**src/rtl/hcx_pkg.sv**
```systemverilog
package hcx_pkg;

    localparam int HOST_W   = 8;
    localparam int FLAG_BIT = 7;
    localparam int NSRC     = 3;

    typedef enum logic [1:0] {
        SRC_NONE = 2'd0,
        SRC_CMD  = 2'd1,
        SRC_RX   = 2'd2,
        SRC_TX   = 2'd3
    } src_e;

    // DSP-side control byte; enable bits sit at the low end
    typedef struct packed {
        logic [4:0] spare;
        logic       cmd_ie;
        logic       tx_ie;
        logic       rx_ie;
    } ctl_t;

    typedef struct packed {
        logic  vld;
        src_e  src;
        logic [15:0] addr;
    } exc_t;

    localparam logic [15:0] RX_START = 16'h0028;
    localparam logic [15:0] TX_START = 16'h002A;

    // Command start address: vector times two, zero extended
    function automatic logic [15:0] cmd_start(input logic [4:0] vec);
        logic [15:0] a;
        a = '0;
        a[5:1] = vec;
        return a;
    endfunction

endpackage

```
**src/rtl/hcx_cmd_reg.sv**
```systemverilog
module hcx_cmd_reg
    import hcx_pkg::*;
#(
    parameter int VEC_W = 5
) (
    input  logic              clk,
    input  logic              rst,
    input  logic              wr_en,
    input  logic [HOST_W-1:0] wdata,
    input  logic              take,
    output logic              flag,
    output logic [VEC_W-1:0]  vec,
    output logic [HOST_W-1:0] rdata
);

    always_ff @(posedge clk) begin
        if (rst) begin
            flag <= 1'b0;
            vec  <= '0;
        end else begin
            if (wr_en) begin
                flag <= wdata[FLAG_BIT];
                vec  <= wdata[VEC_W-1:0];
            end
            // acceptance by the core overrides any host write of the flag
            if (take) begin
                flag <= 1'b0;
            end
        end
    end

    always_comb begin
        rdata               = '0;
        rdata[FLAG_BIT]     = flag;
        rdata[VEC_W-1:0]    = vec;
    end

endmodule

```
**src/rtl/hcx_ctl_reg.sv**
```systemverilog
module hcx_ctl_reg
    import hcx_pkg::*;
#(
    parameter int CTL_W = 8,
    parameter int BUS_W = 16
) (
    input  logic             clk,
    input  logic             rst,
    input  logic             wr_en,
    input  logic [CTL_W-1:0] wdata,
    output ctl_t             ctl,
    output logic [BUS_W-1:0] rdata
);

    logic [CTL_W-1:0] q;

    always_ff @(posedge clk) begin
        if (rst) begin
            q <= '0;
        end else if (wr_en) begin
            q <= wdata;
        end
    end

    assign ctl   = ctl_t'(q);
    assign rdata = {{(BUS_W-CTL_W){1'b0}}, q};

endmodule

```
**src/rtl/hcx_exc_arb.sv**
```systemverilog
module hcx_exc_arb
    import hcx_pkg::*;
#(
    parameter int VEC_W  = 5,
    parameter int ADDR_W = 16
) (
    input  logic              clk,
    input  logic              rst,
    input  ctl_t              ctl,
    input  logic              cmd_flag,
    input  logic [VEC_W-1:0]  vec,
    input  logic              rx_full,
    input  logic              tx_empty,
    input  logic              ack,
    output logic              req,
    output logic [ADDR_W-1:0] addr,
    output src_e              cur_src,
    output logic              take_cmd
);

    logic [NSRC-1:0] pend;
    exc_t            cand [NSRC];
    exc_t            pick;
    exc_t            cur;
    logic            cancelled;

    // index 0 is the highest priority
    assign pend[0] = cmd_flag && ctl.cmd_ie;
    assign pend[1] = rx_full  && ctl.rx_ie;
    assign pend[2] = tx_empty && ctl.tx_ie;

    assign cand[0] = '{vld: pend[0], src: SRC_CMD, addr: cmd_start(vec)};
    assign cand[1] = '{vld: pend[1], src: SRC_RX,  addr: RX_START};
    assign cand[2] = '{vld: pend[2], src: SRC_TX,  addr: TX_START};

    always_comb begin
        pick = '0;
        for (int i = NSRC-1; i >= 0; i--) begin
            if (cand[i].vld) begin
                pick = cand[i];
            end
        end
    end

    assign cancelled = (cur.src == SRC_CMD) && !cmd_flag;

    always_ff @(posedge clk) begin
        if (rst) begin
            cur <= '0;
        end else if (cur.vld) begin
            if (ack || cancelled) begin
                cur <= '0;
            end
        end else if (pick.vld) begin
            cur <= pick;
        end
    end

    assign req      = cur.vld && !cancelled;
    assign addr     = cur.addr[ADDR_W-1:0];
    assign cur_src  = cur.src;
    assign take_cmd = req && ack && (cur.src == SRC_CMD);

endmodule

```
**src/rtl/hostcmd_exc_ctrl.sv**
```systemverilog
module hostcmd_exc_ctrl
    import hcx_pkg::*;
#(
    parameter int VEC_W  = 5,
    parameter int CTL_W  = 8,
    parameter int BUS_W  = 16,
    parameter int ADDR_W = 16
) (
    input  logic              clk,
    input  logic              rst,
    input  logic              host_we,
    input  logic [7:0]        host_wdata,
    output logic [7:0]        host_rdata,
    input  logic              dsp_ctl_we,
    input  logic [CTL_W-1:0]  dsp_ctl_wdata,
    output logic [BUS_W-1:0]  dsp_ctl_rdata,
    input  logic              rx_full,
    input  logic              tx_empty,
    input  logic              rx_req_en,
    input  logic              tx_req_en,
    output logic [2:0]        dsp_stat,
    output logic              exc_req,
    output logic [ADDR_W-1:0] exc_addr,
    input  logic              exc_ack,
    output logic              host_req
);

    logic             cmd_flag;
    logic [VEC_W-1:0] vec;
    logic             take_cmd;
    ctl_t             ctl;
    src_e             arb_src;

    hcx_cmd_reg #(.VEC_W(VEC_W)) u_cmd (
        .clk   (clk),
        .rst   (rst),
        .wr_en (host_we),
        .wdata (host_wdata),
        .take  (take_cmd),
        .flag  (cmd_flag),
        .vec   (vec),
        .rdata (host_rdata)
    );

    hcx_ctl_reg #(.CTL_W(CTL_W), .BUS_W(BUS_W)) u_ctl (
        .clk   (clk),
        .rst   (rst),
        .wr_en (dsp_ctl_we),
        .wdata (dsp_ctl_wdata),
        .ctl   (ctl),
        .rdata (dsp_ctl_rdata)
    );

    hcx_exc_arb #(.VEC_W(VEC_W), .ADDR_W(ADDR_W)) u_arb (
        .clk      (clk),
        .rst      (rst),
        .ctl      (ctl),
        .cmd_flag (cmd_flag),
        .vec      (vec),
        .rx_full  (rx_full),
        .tx_empty (tx_empty),
        .ack      (exc_ack),
        .req      (exc_req),
        .addr     (exc_addr),
        .cur_src  (arb_src),
        .take_cmd (take_cmd)
    );

    assign dsp_stat = {cmd_flag, tx_empty, rx_full};
    assign host_req = (rx_full && rx_req_en) || (tx_empty && tx_req_en);

endmodule

```
**config.mk**
```make
export PLATFORM = sky130hd
export DESIGN_NAME = hostcmd_exc_ctrl
export DESIGN_NICKNAME = d
export VERILOG_FILES = /design/src/rtl/hcx_pkg.sv /design/src/rtl/hcx_cmd_reg.sv /design/src/rtl/hcx_ctl_reg.sv /design/src/rtl/hcx_exc_arb.sv /design/src/rtl/hostcmd_exc_ctrl.sv
export SDC_FILE = /design/constraint.sdc
export NUM_CORES = 1
export LEC_CHECK = 0
export ABC_AREA = 1
export BUFFER_PORTS_ARGS = -buffer_cell sky130_fd_sc_hd__buf_2
export CAP_MARGIN = 20
export CORE_UTILIZATION = 45
export CTS_CLUSTER_SIZE = 24
export DETAILED_ROUTE_END_ITERATION = 8
export PLACE_DENSITY = 0.84
export SETUP_SLACK_MARGIN = 0.15
export SLEW_MARGIN = 0
export SYNTH_ARGS = -nofsm -noshare
export SYNTH_HDL_FRONTEND = slang
export SYNTH_SLANG_ARGS = --single-unit
```
**constraint.sdc**
```tcl
create_clock -name clk -period 2.9 [get_ports clk]
set_clock_uncertainty 0.2 [all_clocks]
set_input_delay 0.725 -clock clk [delete_from_list [all_inputs] [get_ports clk]]
set_output_delay 0.725 -clock clk [all_outputs]
set_load 0.01 [all_outputs]
```
==> results_dict.tcl <==
set metrics [dict create \
    ant_nets 0 \
    post-dp-hpwl_mm 1.638 \
    finalCoreUtilization_pct 55.07 \
    edff_count_synth 0 \
    m1WireLength_um 886 \
    grt_util_all_layers_pct 17.17 \
    grt_pass1_vias 851 \
    run_status "finished, final reports clean" \
    syn_area_per_cell_um2 7.809 \
    num_io_pins 70 \
    worstPathBufferInverterCount 2 \
    design.final.nets 209 \
    die_area_um2 2721 \
    report.final.setup_viol 0 \
    clock_root_cell "sky130_fd_sc_hd__clkbuf_4" \
    n_fill_cell 223 \
    placed_cells 207 \
    worstHoldPathCells 2 \
    leakagePower_nw 0.6833 \
    numPortBuffers 46 \
    clkLatencyLatePin_ps 300 \
    ff2ff_path_depth 4 \
    finalHoldWorstSlack_ps 285.7 \
    post_route_cells_drive_above_1_share_pct 31.69 \
    ys_ff_latch 22 \
    setup.worst_path.start_class "input pin" \
    crit_path_top_delay_cell "sky130_fd_sc_hd__a22o_1" \
    powerDensity_nw_per_um2 489.6 \
    routabilityCongestion 0.7496 \
    post-route-drc-count 0 \
    path_max_fanout 3 \
    cts-resized-gates 0 \
    highest_achievable_clock_rate_mhz 474.2 \
    fin_crit_sh_pct 72.71 \
    floorplan.core_area_um2 2297 \
    avgRoutedWirePerCell_um 9.810 \
    cp_cell_sequence "buf_2 > a22o_1 > buf_2" \
    grt_setup_unrepaired "false" \
    detailedPlace.worstSlack_ps 789.9 \
    clkSinkCount 22 \
    synth_ff_type "sky130_fd_sc_hd__dfxtp_1" \
    detail_route.first_pass.iterations 4 \
    dpl_cell_area_um2 1229 \
    yosys_warnings 0 \
    critical-path-top-delay-family "buffers and inverters" \
    grt_overflow 0 \
    largest_net_degree_at_the_start_of_global_routing 15 \
    drt-vias-per-instance 4.645 \
    die_w_um 52.16 \
    yosys.area.top_type_share_pct 38.90 \
    crit_arrival_ps 1180 \
    totalPowerFinal_mw 0.6193 \
    synthCells 145 \
    fin_area_um2 1265 \
    cp-end-kind "primary output" \
    synthDominantAreaCellType "sky130_fd_sc_hd__dfxtp_1" \
    antennaDiodeCount 0 \
    via_count 980 \
    multi_input_area_um2 481.7 \
    fin_setup_tns_ps 0 \
    num_rows 17 \
    report.final.hold_viol_count 0 \
    vdd_drop_max_v 0.0003683 \
    timing.final.max_slew_violations 0 \
    synth.yosys.seq_area_share_pct 38.90 \
    antenna_found_initial 0 \
    post_synth_most_frequent_cells "sky130_fd_sc_hd__buf_4, sky130_fd_sc_hd__nor2_1, sky130_fd_sc_hd__dfxtp_1, sky130_fd_sc_hd__o21ai_0, sky130_fd_sc_hd__nand3_1" \
    timing.critical_path.slowest_cell_delay_ps 210 \
    final_period_minus_worst_setup_slack_ps 2109 \
    grt_first_pass_wirelength_mm 3.470 \
    synthMostInstantiatedCell "sky130_fd_sc_hd__buf_4" \
    detailroute.wirelength.met3_um 135 \
    hold_class "flop to flop" \
    required_time_of_the_worst_setup_path_ps 1980 \
    drt_wl_total_mm 2.070 \
    tritoncts "done" \
    cts-htree-levels 1 \
    critPathKind "input pin to primary output" \
    syn-cell-area_um2 1132 \
    clk_pin_slew_worst_paths_ps 110 \
    holdBufCountCts 0 \
    cpMostUsedCell "sky130_fd_sc_hd__buf_2" \
    final_cells 211 \
    max-cap-violations 0 \
    yosys.cell_types.count 18 \
    finalWorstSetupSlack_ps 791.3 \
    worst-path-stages 3 \
    cts_buffers 3 \
    dr_wl_met2_mm 1.016 \
    async_flop_share_pct 0 \
    initial_core_util_pct 49.29 \
    routed.top_layer "met4" \
    synth.area.top_cells "sky130_fd_sc_hd__dfxtp_1, sky130_fd_sc_hd__buf_4, sky130_fd_sc_hd__nor2_1, sky130_fd_sc_hd__o21ai_0, sky130_fd_sc_hd__nand3_1" \
    postCtsSetupRepairBufs 0 \
    layout-area-overhead-vs-synth_pct 11.71 \
    dieHeight_um 52.16 \
    ff_latch_area_um2 440.4 \
    clock_path_buffers 2 \
    dr.first_iter.drc_count 18 \
]
metal layers:
layer / GRT usage, % / up-vias
li1: - / 500
met1: 21.54 / 429
met2: 28.85 / 47
met3: 2.339 / 4
met4: 7.895 / 0
met5: 0 / -
final cells by class:
cell class / count / share of cell area (%)
inverters: 11 / 3.264
repair buffers: 46 / 18.20
multi-input cells: 100 / 38.08
well taps: 28 / 2.770
flip-flops and latches: 22 / 34.82
clock buffers: 4 / 2.868
power by group:
group / internal (mW) / total, mW / switching, mW
sequential: 0.323 / 0.337 / 0.0140
combinational: 0.0449 / 0.119 / 0.0736
clock: 0.0766 / 0.164 / 0.0874
final timing paths:
| path | from | endpoint | slack, ps |
|---|---|---|---|
| worst max-delay path | rx_full | host_req | 790 |
| worst min register to register | u_arb.addr[5]$_SDFFE_PP0P_ | u_arb.addr[5]$_SDFFE_PP0P_ | 290 |
| worst max register to register | u_cmd.flag$_SDFFE_PP0P_ | u_arb.addr[1]$_SDFFE_PP0P_ | 1690 |
| worst min-delay path | u_arb.addr[5]$_SDFFE_PP0P_ | u_arb.addr[5]$_SDFFE_PP0P_ | 290 |
cells in the final DEF, fill, tap and decap left out:
master                     instances
sky130_fd_sc_hd__nand2_2           3
sky130_fd_sc_hd__inv_1            10
sky130_fd_sc_hd__nand2_4           2
sky130_fd_sc_hd__o21ai_0          14
sky130_fd_sc_hd__nand3_4           1
sky130_fd_sc_hd__inv_2             1
sky130_fd_sc_hd__nand2_1           7
sky130_fd_sc_hd__nor2_1           24
sky130_fd_sc_hd__clkbuf_8          1
sky130_fd_sc_hd__nand3_1          13
sky130_fd_sc_hd__nand3_2           1
sky130_fd_sc_hd__or2_0             1
sky130_fd_sc_hd__a22o_1            1
sky130_fd_sc_hd__a21oi_1           9
sky130_fd_sc_hd__clkbuf_4          3
sky130_fd_sc_hd__conb_1           21
sky130_fd_sc_hd__dfxtp_1          22
sky130_fd_sc_hd__buf_2            46
sky130_fd_sc_hd__o211ai_1          3
state kept, by name, summed over array words and instances (netlist names):
name and cells:
u_arb.cur 1, u_arb.cur_src 2, u_arb.addr 5, u_ctl.ctl 8, u_cmd.flag 1, u_cmd.vec 5
worst min-delay path, delay by kind of cell, from the launching register on:
kind | cells | cell delay (ps)
AOI/OAI and AO/OA | 1 | 50
and+or+nand+nor | 1 | 70
DFF | 1 | 330
cells by family after synthesis:
kind of cell	after synthesis	share of synthesized area [%]
and+or+nand+nor	52	22.65
AOI/OAI and AO/OA	27	12.93
DFF	22	38.89
other	1	0.3312
buffers and inverters	43	25.19
Note: power is estimated with default switching activity, not from simulation.
